**config.mk**
```make
export PLATFORM = sky130hd
export DESIGN_NAME = sdlc_ring_attach
export DESIGN_NICKNAME = d
export VERILOG_FILES = /design/src/rtl/sdlc_ring_pkg.sv /design/src/rtl/ring_pattern_detect.sv /design/src/rtl/ring_local_gen.sv /design/src/rtl/ring_seq_ctrl.sv /design/src/rtl/sdlc_ring_attach.sv
export SDC_FILE = /design/constraint.sdc
export NUM_CORES = 1
export LEC_CHECK = 0
export ABC_AREA = 0
export BUFFER_PORTS_ARGS = -buffer_cell sky130_fd_sc_hd__clkbuf_2
export CORE_UTILIZATION = 59
export DETAILED_ROUTE_END_ITERATION = 12
export HOLD_SLACK_MARGIN = 0.05
export PLACE_DENSITY = 0.79
export SYNTH_ARGS = -nofsm -noshare
export SYNTH_HDL_FRONTEND = slang
export SYNTH_HIERARCHICAL = 1
export SYNTH_SLANG_ARGS = --single-unit
```
**constraint.sdc**
```tcl
create_clock -name clk -period 2.57 [get_ports clk]
set_input_delay 0.3855 -clock clk [delete_from_list [all_inputs] [get_ports clk]]
set_output_delay 0.3855 -clock clk [all_outputs]
set_load 0.02 [all_outputs]
```
**src/rtl/sdlc_ring_pkg.sv**
```systemverilog
// Shared types for the SDLC ring attach block.
// Assumes: used by all modules of sdlc_ring_attach; no logic here.
package sdlc_ring_pkg;

    // Attachment sequence of the station.
    typedef enum logic [2:0] {
        ST_OFF,     // loop disabled, direct path
        ST_ATTACH,  // loop enabled, waiting for go_active
        ST_SEEK,    // waiting for seven ones to join
        ST_HUNT,    // joined, looking for a flag
        ST_QUAL,    // flag seen, waiting for the qualifying end-of-poll
        ST_RING,    // qualified repeater
        ST_SEND     // local transmitter drives the line
    } ring_state_t;

    // Source of the outgoing line.
    typedef enum logic [1:0] {
        PATH_DIRECT,
        PATH_DELAY,
        PATH_LOCAL
    } path_t;

    // Phases of the local frame generator.
    typedef enum logic [2:0] {
        GP_IDLE,
        GP_BND,    // flag just completed, next bit is decided here
        GP_FLAG,
        GP_DATA,
        GP_EOP
    } gen_phase_t;

endpackage

```
**src/rtl/ring_pattern_detect.sv**
```systemverilog
// Receive-line pattern detector.
// Keeps the last FLAG_W received bits and a saturating count of
// consecutive ones. Flags three events for the current bit time:
// a completed flag, a completed end-of-poll, and a run of
// FLAG_W-1 (or more) ones. Assumes rx_bit is stable while bit_en is high.
module ring_pattern_detect #(
    parameter int FLAG_W = 8
) (
    input  logic clk,
    input  logic rst_n,
    input  logic bit_en,
    input  logic rx_bit,
    output logic flag_hit,
    output logic eop_hit,
    output logic run_hit
);
    localparam int RUN_LEN = FLAG_W - 1;
    localparam int CW      = $clog2(RUN_LEN + 1);
    localparam logic [FLAG_W-1:0] FLAG_PAT = {1'b0, {(FLAG_W-2){1'b1}}, 1'b0};
    localparam logic [FLAG_W-1:0] EOP_PAT  = {1'b0, {(FLAG_W-1){1'b1}}};

    logic [FLAG_W-1:0] hist;
    logic [CW-1:0]     ones;
    logic [FLAG_W-1:0] hist_nxt;

    // Window including the bit sampled in this bit time (oldest at MSB).
    assign hist_nxt = {hist[FLAG_W-2:0], rx_bit};

    // History shift register; reset to ones so no false end-of-poll appears.
    always_ff @(posedge clk) begin
        if (!rst_n)      hist <= '1;
        else if (bit_en) hist <= hist_nxt;
    end

    // Saturating run-of-ones counter, cleared by any received zero.
    always_ff @(posedge clk) begin
        if (!rst_n)                ones <= '0;
        else if (bit_en) begin
            if (!rx_bit)           ones <= '0;
            else if (ones != CW'(RUN_LEN)) ones <= ones + 1'b1;
        end
    end

    // Event decode for the current bit time.
    always_comb begin
        flag_hit = bit_en && (hist_nxt == FLAG_PAT);
        eop_hit  = bit_en && (hist_nxt == EOP_PAT);
        run_hit  = bit_en && rx_bit && (ones >= CW'(RUN_LEN - 1));
    end

endmodule

```
**src/rtl/ring_local_gen.sv**
```systemverilog
// Local frame generator for the ring station.
// Started by the sequencer on a poll conversion with a 0 already on the
// line (the closing zero of the converted flag). At every flag boundary
// it either ends an end-of-poll on request, starts offered data, keeps
// filling with flags while go_active is set, or hands the line back.
// Assumes offered bits are already zero-stuffed.
module ring_local_gen #(
    parameter int FLAG_W = 8
) (
    input  logic clk,
    input  logic rst_n,
    input  logic bit_en,
    input  logic start,
    input  logic go_active,
    input  logic leave_req,
    input  logic txd_valid,
    input  logic txd_bit,
    input  logic txd_last,
    output logic gen_bit,
    output logic busy,
    output logic done,
    output logic take
);
    import sdlc_ring_pkg::*;

    localparam int RUN_LEN = FLAG_W - 1;
    localparam int IW      = $clog2(FLAG_W);

    gen_phase_t    phase, phase_nxt;
    logic [IW-1:0] idx, idx_nxt;
    logic          out_q, out_nxt;
    logic          flag_bit;

    // Flag bit for the current position: zeros at both ends.
    assign flag_bit = !((idx == '0) || (idx == IW'(FLAG_W - 1)));

    // Next-bit decision for each generator phase.
    always_comb begin
        phase_nxt = phase;
        idx_nxt   = idx;
        out_nxt   = out_q;
        take      = 1'b0;
        done      = 1'b0;
        if (bit_en) begin
            case (phase)
                GP_IDLE: begin
                    if (start) begin
                        out_nxt   = 1'b0;
                        phase_nxt = GP_BND;
                    end
                end
                GP_BND: begin
                    if (leave_req) begin
                        out_nxt   = 1'b1;
                        idx_nxt   = IW'(1);
                        phase_nxt = GP_EOP;
                    end else if (txd_valid) begin
                        out_nxt   = txd_bit;
                        take      = 1'b1;
                        idx_nxt   = '0;
                        phase_nxt = txd_last ? GP_FLAG : GP_DATA;
                    end else if (go_active) begin
                        out_nxt   = 1'b0;
                        idx_nxt   = IW'(1);
                        phase_nxt = GP_FLAG;
                    end else begin
                        out_nxt   = 1'b1;
                        done      = 1'b1;
                        phase_nxt = GP_IDLE;
                    end
                end
                GP_DATA: begin
                    if (txd_valid) begin
                        out_nxt = txd_bit;
                        take    = 1'b1;
                        if (txd_last) begin
                            idx_nxt   = '0;
                            phase_nxt = GP_FLAG;
                        end
                    end else begin
                        out_nxt   = 1'b0;
                        idx_nxt   = IW'(1);
                        phase_nxt = GP_FLAG;
                    end
                end
                GP_FLAG: begin
                    out_nxt = flag_bit;
                    if (idx == IW'(FLAG_W - 1)) phase_nxt = GP_BND;
                    else                        idx_nxt   = idx + 1'b1;
                end
                GP_EOP: begin
                    out_nxt = 1'b1;
                    if (idx == IW'(RUN_LEN)) begin
                        done      = 1'b1;
                        phase_nxt = GP_IDLE;
                    end else begin
                        idx_nxt = idx + 1'b1;
                    end
                end
                default: phase_nxt = GP_IDLE;
            endcase
        end
    end

    // Generator registers.
    always_ff @(posedge clk) begin
        if (!rst_n) begin
            phase <= GP_IDLE;
            idx   <= '0;
            out_q <= 1'b1;
        end else begin
            phase <= phase_nxt;
            idx   <= idx_nxt;
            out_q <= out_nxt;
        end
    end

    assign gen_bit = out_q;
    assign busy    = (phase != GP_IDLE);

endmodule

```
**src/rtl/ring_seq_ctrl.sv**
```systemverilog
// Attachment sequencer: joins the ring in stages, qualifies for polls,
// converts a poll into a transmit opportunity and leaves the ring only
// at safe boundaries. Also holds the break/abort and hunt status bits.
// Assumes the detector events are already qualified with bit_en.
module ring_seq_ctrl (
    input  logic clk,
    input  logic rst_n,
    input  logic bit_en,
    input  logic rx_bit,
    input  logic loop_en,
    input  logic go_active,
    input  logic flag_hit,
    input  logic eop_hit,
    input  logic run_hit,
    input  logic gen_done,
    output sdlc_ring_pkg::path_t path_sel,
    output logic gen_start,
    output logic on_loop,
    output logic loop_sending,
    output logic brk_abort,
    output logic hunt
);
    import sdlc_ring_pkg::*;

    ring_state_t st, st_nxt;
    logic        start_c;
    logic        set_ev;

    // Next attachment state and status events for this bit time.
    always_comb begin
        st_nxt  = st;
        start_c = 1'b0;
        set_ev  = 1'b0;
        case (st)
            ST_OFF:    if (loop_en) st_nxt = ST_ATTACH;
            ST_ATTACH: begin
                if (!loop_en)       st_nxt = ST_OFF;
                else if (go_active) st_nxt = ST_SEEK;
            end
            ST_SEEK: begin
                if (!loop_en)        st_nxt = ST_OFF;
                else if (!go_active) st_nxt = ST_ATTACH;
                else if (run_hit) begin
                    st_nxt = ST_HUNT;
                    set_ev = 1'b1;
                end
            end
            ST_HUNT: begin
                if (!loop_en)      st_nxt = ST_OFF;
                else if (flag_hit) st_nxt = ST_QUAL;
            end
            ST_QUAL, ST_RING: begin
                if (eop_hit) begin
                    if (!loop_en) st_nxt = ST_OFF;
                    else if (go_active) begin
                        st_nxt  = ST_SEND;
                        start_c = 1'b1;
                        set_ev  = 1'b1;
                    end else begin
                        st_nxt = ST_RING;
                    end
                end
            end
            ST_SEND: if (gen_done) st_nxt = loop_en ? ST_RING : ST_OFF;
            default: st_nxt = ST_OFF;
        endcase
    end

    // Attachment state register, advanced once per bit time.
    always_ff @(posedge clk) begin
        if (!rst_n)      st <= ST_OFF;
        else if (bit_en) st <= st_nxt;
    end

    // Break/abort and hunt status bits.
    always_ff @(posedge clk) begin
        if (!rst_n) begin
            brk_abort <= 1'b0;
            hunt      <= 1'b0;
        end else if (bit_en) begin
            if (set_ev)                         brk_abort <= 1'b1;
            else if (!rx_bit || st_nxt == ST_OFF) brk_abort <= 1'b0;
            if (set_ev)                         hunt <= 1'b1;
            else if (flag_hit || st_nxt == ST_OFF) hunt <= 1'b0;
        end
    end

    // Line source and status decode from the attachment state.
    always_comb begin
        case (st)
            ST_HUNT, ST_QUAL, ST_RING: path_sel = PATH_DELAY;
            ST_SEND:                   path_sel = PATH_LOCAL;
            default:                   path_sel = PATH_DIRECT;
        endcase
        on_loop      = (st == ST_HUNT) || (st == ST_QUAL) ||
                       (st == ST_RING) || (st == ST_SEND);
        loop_sending = (st == ST_SEND);
    end

    assign gen_start = bit_en && start_c;

    // seven ones while seeking joins the loop with both status bits up.
    assert_join_on_run_R3: assert property (@(posedge clk) disable iff (!rst_n)
        (bit_en && st == ST_SEEK && loop_en && go_active && run_hit)
        |=> (on_loop && hunt && brk_abort));

    // a received zero always leaves break/abort cleared.
    assert_brk_clears_on_zero_R4: assert property (@(posedge clk) disable iff (!rst_n)
        (bit_en && !rx_bit) |=> !brk_abort);

    // nothing moves between bit times.
    assert_hold_without_bit_en_R14: assert property (@(posedge clk) disable iff (!rst_n)
        !bit_en |=> ($stable(st) && $stable(brk_abort) && $stable(hunt)));

endmodule

```
**src/rtl/sdlc_ring_attach.sv**
```systemverilog
// Top of the SDLC ring station attach logic.
// Holds the one-bit repeater delay and selects the transmit line source
// (direct, delayed, or local generator) as commanded by the sequencer.
// Assumes one bit_en pulse per bit time and rx_bit stable around it.
module sdlc_ring_attach #(
    parameter int FLAG_W = 8
) (
    input  logic clk,
    input  logic rst_n,
    input  logic bit_en,
    input  logic rx_bit,
    output logic tx_bit,
    input  logic loop_en,
    input  logic go_active,
    input  logic txd_valid,
    input  logic txd_bit,
    input  logic txd_last,
    output logic txd_take,
    output logic on_loop,
    output logic loop_sending,
    output logic brk_abort,
    output logic hunt
);
    import sdlc_ring_pkg::*;

    logic  rx_q;
    logic  flag_hit, eop_hit, run_hit;
    logic  gen_bit, gen_busy, gen_done, gen_start;
    path_t path_sel;

    // One-bit repeater delay stage.
    always_ff @(posedge clk) begin
        if (!rst_n)      rx_q <= 1'b1;
        else if (bit_en) rx_q <= rx_bit;
    end

    ring_pattern_detect #(.FLAG_W(FLAG_W)) i_detect (
        .clk      (clk),
        .rst_n    (rst_n),
        .bit_en   (bit_en),
        .rx_bit   (rx_bit),
        .flag_hit (flag_hit),
        .eop_hit  (eop_hit),
        .run_hit  (run_hit)
    );

    ring_seq_ctrl i_seq (
        .clk          (clk),
        .rst_n        (rst_n),
        .bit_en       (bit_en),
        .rx_bit       (rx_bit),
        .loop_en      (loop_en),
        .go_active    (go_active),
        .flag_hit     (flag_hit),
        .eop_hit      (eop_hit),
        .run_hit      (run_hit),
        .gen_done     (gen_done),
        .path_sel     (path_sel),
        .gen_start    (gen_start),
        .on_loop      (on_loop),
        .loop_sending (loop_sending),
        .brk_abort    (brk_abort),
        .hunt         (hunt)
    );

    ring_local_gen #(.FLAG_W(FLAG_W)) i_gen (
        .clk       (clk),
        .rst_n     (rst_n),
        .bit_en    (bit_en),
        .start     (gen_start),
        .go_active (go_active),
        .leave_req (!loop_en),
        .txd_valid (txd_valid),
        .txd_bit   (txd_bit),
        .txd_last  (txd_last),
        .gen_bit   (gen_bit),
        .busy      (gen_busy),
        .done      (gen_done),
        .take      (txd_take)
    );

    // Transmit line source select.
    always_comb begin
        case (path_sel)
            PATH_DIRECT: tx_bit = rx_bit;
            PATH_DELAY:  tx_bit = rx_q;
            default:     tx_bit = gen_bit;
        endcase
    end

    // the local generator is active exactly while the sequencer sends.
    assert_gen_matches_send_R6: assert property (@(posedge clk) disable iff (!rst_n)
        (path_sel == PATH_LOCAL) == gen_busy);

    // the first bit after a poll conversion is the flag's closing zero.
    assert_conversion_zero_R6: assert property (@(posedge clk) disable iff (!rst_n)
        $rose(loop_sending) |-> (tx_bit == 1'b0));

    // frame bits are consumed only while the station owns the line.
    assert_take_only_sending_R7: assert property (@(posedge clk) disable iff (!rst_n)
        txd_take |-> loop_sending);

endmodule

```
* Word-level counts from Yosys, hierarchy flattened
Index checks and enable logic that the tools add are counted.
** Cells by class
- Add/subtract/negate cells :: 2
- Magnitude comparators :: 1
- Equality and inequality tests :: 22
- Muxes and demuxes :: 62
- Reduce and logical (&&, ||, !) cells :: 31
** Operator list (number)
- two-way mux 3 bit :: 27
- two-way mux 1 bit :: 24
- case mux 3 bit (6 select lines) :: 1
- == test 8 x 7 -> 1 bit, second input constant :: 2
- == test 3 bit, second input constant :: 5
- case mux 3 bit (5 select lines) :: 1
- == test 3 x 2 -> 1 bit, second input constant :: 4
- logical NOT 3 bit :: 4
- AND reduction 5 bit :: 2
- case mux 3 bit (3 select lines) :: 1
- case mux 1 bit (2 select lines) :: 4
- adder 3 x 1 -> 3 bit, second input constant :: 2
- == test 3 x 1 -> 1 bit, second input constant :: 2
- logical OR 1 bit :: 6
- inequality test 2 x 1 -> 1 bit, second input constant :: 3
- inequality test 3 bit, second input constant :: 2
- AND reduction 2 bit :: 3
- logical AND 1 bit :: 5
- case mux 1 bit (5 select lines) :: 1
- nonzero test 5 bit :: 1
- two-way mux 2 bit :: 2
- inequality test 2 bit, second input constant :: 2
- inequality test 4 bit, second input constant :: 1
- case mux 2 bit (2 select lines) :: 1
- other kinds (9) :: 12
** Word-level totals
- Bits in registers :: 23
- Output and inout port bits :: 6
- Word-level logic and storage cells :: 127

* Depth between registers and ports, before layout
- Word-level depth :: 11
- Depth in mapped cells :: 10
- Gate-level depth less buffers :: 10

* By module
The synthesis kept the hierarchy.
** By module, submodules not included
- ring_local_gen :: times used 1, cells an instance 80, area an instance 618.1 µm², seq. area each 140.1 µm²
- ring_pattern_detect :: times used 1, cells an instance 51, area an instance 481.7 µm², seq. area each 200.2 µm²
- ring_seq_ctrl :: times used 1, cells an instance 61, area an instance 457.9 µm², seq. area each 100.1 µm²
- sdlc_ring_attach :: times used 1, cells an instance 7, area an instance 56.3 µm², seq. area each 20.0 µm²

* Worst setup path after synthesis
No wires, ideal clock.
- Path type :: input-to-reg
- Start point :: input bit_en
- End point :: register i_seq.hunt
- Setup time :: 0.124 ns
- Data arrival time :: 1.755 ns
- Setup slack :: 0.691 ns
- Cell stages on the path :: 8
- Buffers on the path :: 1
- Cell sequence :: buf_6 > nand2_2 > nor4_1 > or2b_1 > a32oi_1 > a32o_1 > nor4_2 > o2bb2ai_1
** RTL lines
- start, declared :: RTL line sdlc_ring_attach.sv:10 : input logic bit_en,
- logical AND 1 bit (*) :: RTL line ring_pattern_detect.sv:46 : flag_hit = bit_en && (hist_nxt == FLAG_PAT);
- named net flag_hit :: RTL line sdlc_ring_attach.sv:27 : logic flag_hit, eop_hit, run_hit;
- two-way mux 3 bit :: RTL line ring_seq_ctrl.sv:50 : else if (flag_hit) st_nxt = ST_QUAL;
- two-way mux 3 bit :: RTL line ring_seq_ctrl.sv:49 : if (!loop_en) st_nxt = ST_OFF;
- case mux 3 bit (6 select lines) :: RTL line ring_seq_ctrl.sv:34 : case (st)
- logical NOT 3 bit :: RTL line ring_seq_ctrl.sv:84 : else if (flag_hit || st_nxt == ST_OFF) hunt <= 1'b0;
- logical OR 1 bit (*) :: RTL line ring_seq_ctrl.sv:84
- nonzero test 2 bit (no line) (*)
- AND reduction 2 bit (no line) (*)
- end signal, assigned :: RTL line ring_seq_ctrl.sv:79 : hunt <= 1'b0;
- end signal, assigned :: RTL line ring_seq_ctrl.sv:83 : if (set_ev) hunt <= 1'b1;
- end signal, assigned :: RTL line ring_seq_ctrl.sv:84
- end, declared :: RTL line ring_seq_ctrl.sv:21 : output logic hunt
The timed path passes the listed nets; every way through them passes the cells marked *.
A chain may end at the register's enable or synchronous reset.

* Worst setup path in the final report
- Start point :: register i_gen.phase[2]
- End point :: register i_seq.hunt
** On the way
- Longest elaborated chain between the ends :: 9
** Ends and longest elaborated chain
- start, declared :: RTL line ring_local_gen.sv:29 : gen_phase_t phase, phase_nxt;
- start signal, assigned :: RTL line ring_local_gen.sv:112 : phase <= phase_nxt;
- == test 3 bit or == test 3 x 1 -> 1 bit (tied branches) :: RTL line ring_local_gen.sv:45 : case (phase)
- case mux 1 bit (2 select lines) (*) :: RTL line ring_local_gen.sv:45
- two-way mux 1 bit (*) :: RTL line ring_local_gen.sv:44 : if (bit_en) begin
- named net gen_done :: RTL line sdlc_ring_attach.sv:28 : logic gen_bit, gen_busy, gen_done, gen_start;
- two-way mux 3 bit (*) :: RTL line ring_seq_ctrl.sv:64 : ST_SEND: if (gen_done) st_nxt = loop_en ? ST_RING : ST_OFF;
- case mux 3 bit (6 select lines) (*) :: RTL line ring_seq_ctrl.sv:34
- logical NOT 3 bit (*) :: RTL line ring_seq_ctrl.sv:84
- logical OR 1 bit (*) :: RTL line ring_seq_ctrl.sv:84
- nonzero test 2 bit (no line) (*)
- AND reduction 2 bit (no line) (*)
Marks and branches as above.

==> summary.md <==
| Metric | Value |
|---|---|
| Outcome | finished, final reports clean |
| Die height | around 54 microns |
| Hold_buf cts | 0 |
| WP data arrival | ~2.4 ns |
| Area occupied by registers | ~460 sq um |
| Max-cap violations | 0 |
| Port Buf Inserts | 14 |
| Hold Fails Final Rpt | 0 |
| Final Skew | 0.0105 ns |
| Die area | between 2000 and 3000 sq um |
| Final-layout fill cell count | roughly 220 |
| Setup TNS | 0 ns |
| Clock tree buffer depth | 2 |
| Critical path's slowest cell | dfxtp_1 |
| Initial DRC Count | 53 |
| Leakage power | between 0.0006 and 0.0007 uW |
| CP dominant cell by count | a31oi_1 |
| WL final | roughly 3.3 mm |
| Root Buffer | clkbuf_4 |
| # Post-CTS Setup Buffers | 0 |
| Slowest stage delay, CP | roughly 0.69 ns |
| Worst-path cell chain | nor2_1, and4_1, a31oi_1, nor2b_1, a31oi_1, and2b_2, nor4_2, o2bb2ai_1 |
| Syn Area/Cell | a little over 8 sq um |
| Setup-failing EPs final | 0 |
| Final ANT Viol Nets | 0 |
| Mapped Cells | 198 |
| Footprint of the multi-input gates | 1030 sq um |
| DR vias | 1441 |
| Initial Utilization | roughly 64% |
| Worst skew pair latency | 0.31 ns |
| I/O Pins | 15 |
| Hold Slack | 0.318 ns |
| Detailed Place HPWL | about 2.4 mm |
| CTS tree | yes |
| Vias in the first global route | about 1.2k |
| Antenna diode count | 0 |
| Critical Path End Type | flop |
| Wirelength per Cell | approximately 14 microns |
| Period Utilization, post-route | between 80% and 90% |
| Worst-Margin Slew | around 0.55 ns |
| First-pass GRT wire length | about 5.3 mm |
| Vias per cell | between 6 and 7 |
| Largest net degree at the start of global routing | 29 |
| Pwr/cell area | 364 nW/um^2 |
| Tmin final | ~2.2 ns |
| Layout cells sized above 1 | 14.9% |
| Unrepaired setup endpoints after global routing | false |
| Total CTS buffers | 3 |
| Clock slew at reported path FFs | 0.14 ns |
| Synthesized Nets | around 210 |
| Initial DRT Pass Iterations | 5 |
| Worst Hold Class | in2reg |
| Final core utilization | between 60% and 70% |
| Ys Warns | 6 |
| CP Launch Type | flop |
| Relative slew slack | between 60% and 70% |
| Critical path class | reg2reg |
| Data required, critical path | roughly 2.8 ns |
| Area Growth Syn to Fin | 5.67% |
| Max Clk Rate | between 400 and 500 MHz |
| Placer Congestion | around 0.87 |
| # rows | 18 |
| Nets@finish | 224 |
| Slew Limit Fails | 0 |
| Congestion Overflow GR | 0 |
| Worst-path maximum fanout | 18 |
| Total track usage | ~25% |
| Peak VDD IR | about 0.00030 V |
| # H-tree levels | 1 |
| Post-CTS Resized | 0 |
| # DRC | 0 |
| Area of the core | approximately 2500 sq um |
| DIE WIDTH | roughly 54 microns |
| Initial antenna violation count | 0 |
| # clock sinks | 23 |
| Mapped Area | around 1600 sq um |
sequential cells by signal, indices dropped and copies added, names as in the netlist:
| register | flops |
|---|---|
| i_seq/hunt | 1 |
| i_detect/hist | 7 |
| i_seq/brk_abort | 1 |
| rx_q | 1 |
| i_gen/gen_bit | 1 |
| i_seq/st | 3 |
| i_gen/phase | 3 |
| i_detect/ones | 3 |
| i_gen/idx | 3 |
metal layers:
layer	part of all wire, %	track usage, %	routed length, microns
met2	50	44.1	1660
met1	46	31.1	1500
met5	0	0	0
met3	3.5	2.50	115
met4	0.46	8.97	15
final timing paths:
check | depth (start not counted) | startpoint | endpoint | slack (ns)
worst max-delay path | 8 | i_gen/phase[2]$_SDFFE_PN0P_ | i_seq/hunt$_SDFFE_PN0P_ | 0.41
worst min-delay path | 3 | bit_en | i_detect/hist[1]$_SDFFE_PN1P_ | 0.32
worst max register to register | 8 | i_gen/phase[2]$_SDFFE_PN0P_ | i_seq/hunt$_SDFFE_PN0P_ | 0.41
worst min register to register | 2 | i_gen/idx[1]$_SDFFE_PN0P_ | i_gen/idx[1]$_SDFFE_PN0P_ | 0.50
worst max-delay path: cells and delay by family, from the launching register on:
kind / cells / cell delay, ns
simple gates: 5 / 0.96
flops: 1 / 0.69
compound gates: 3 / 0.41
layout by cell type (no fill, tap or decap), types with 3 or more instances in the layout:
cell and instances:
o22ai_1 3, mux2i_1 15, nand2b_1 5, nor2_1 11
o21ai_0 9, nand3_1 11, inv_1 16, clkbuf_2 14
nor2b_1 8, o211ai_1 3, clkbuf_4 3, dfxtp_1 23
a31oi_1 5, nand2_1 23, ha_1 6, nand4b_1 4
metrics by stage:
step	instance area [sq um]	setup WS, ns	total power, uW	instances
global route	1700	0.240	652	238
CTS	1700	0.406	627	238
global placement	1670	0.437	449	234
finish	1700	0.406	619	238
floorplan	1610	0.691	428	198
detailed placement	1670	0.385	451	234
final cells by class:
class	instances	area share [%]
multi-input combinational	149	60.4
sequential	23	27.1
timing repair buffer	16	5.00
inverter	16	3.53
tap	30	2.21
clock buffer	3	1.32
clock inverter	1	0.441
power by group:
group | internal [uW] | leakage, uW | switching [uW]
Sequential | 363 | 0.000187 | 7.16
Combinational | 29.2 | 0.000473 | 44.6
Clock | 59.3 | 0.0000139 | 115
Total | 452 | 0.000673 | 167
Power figures use the tool's default switching activity.
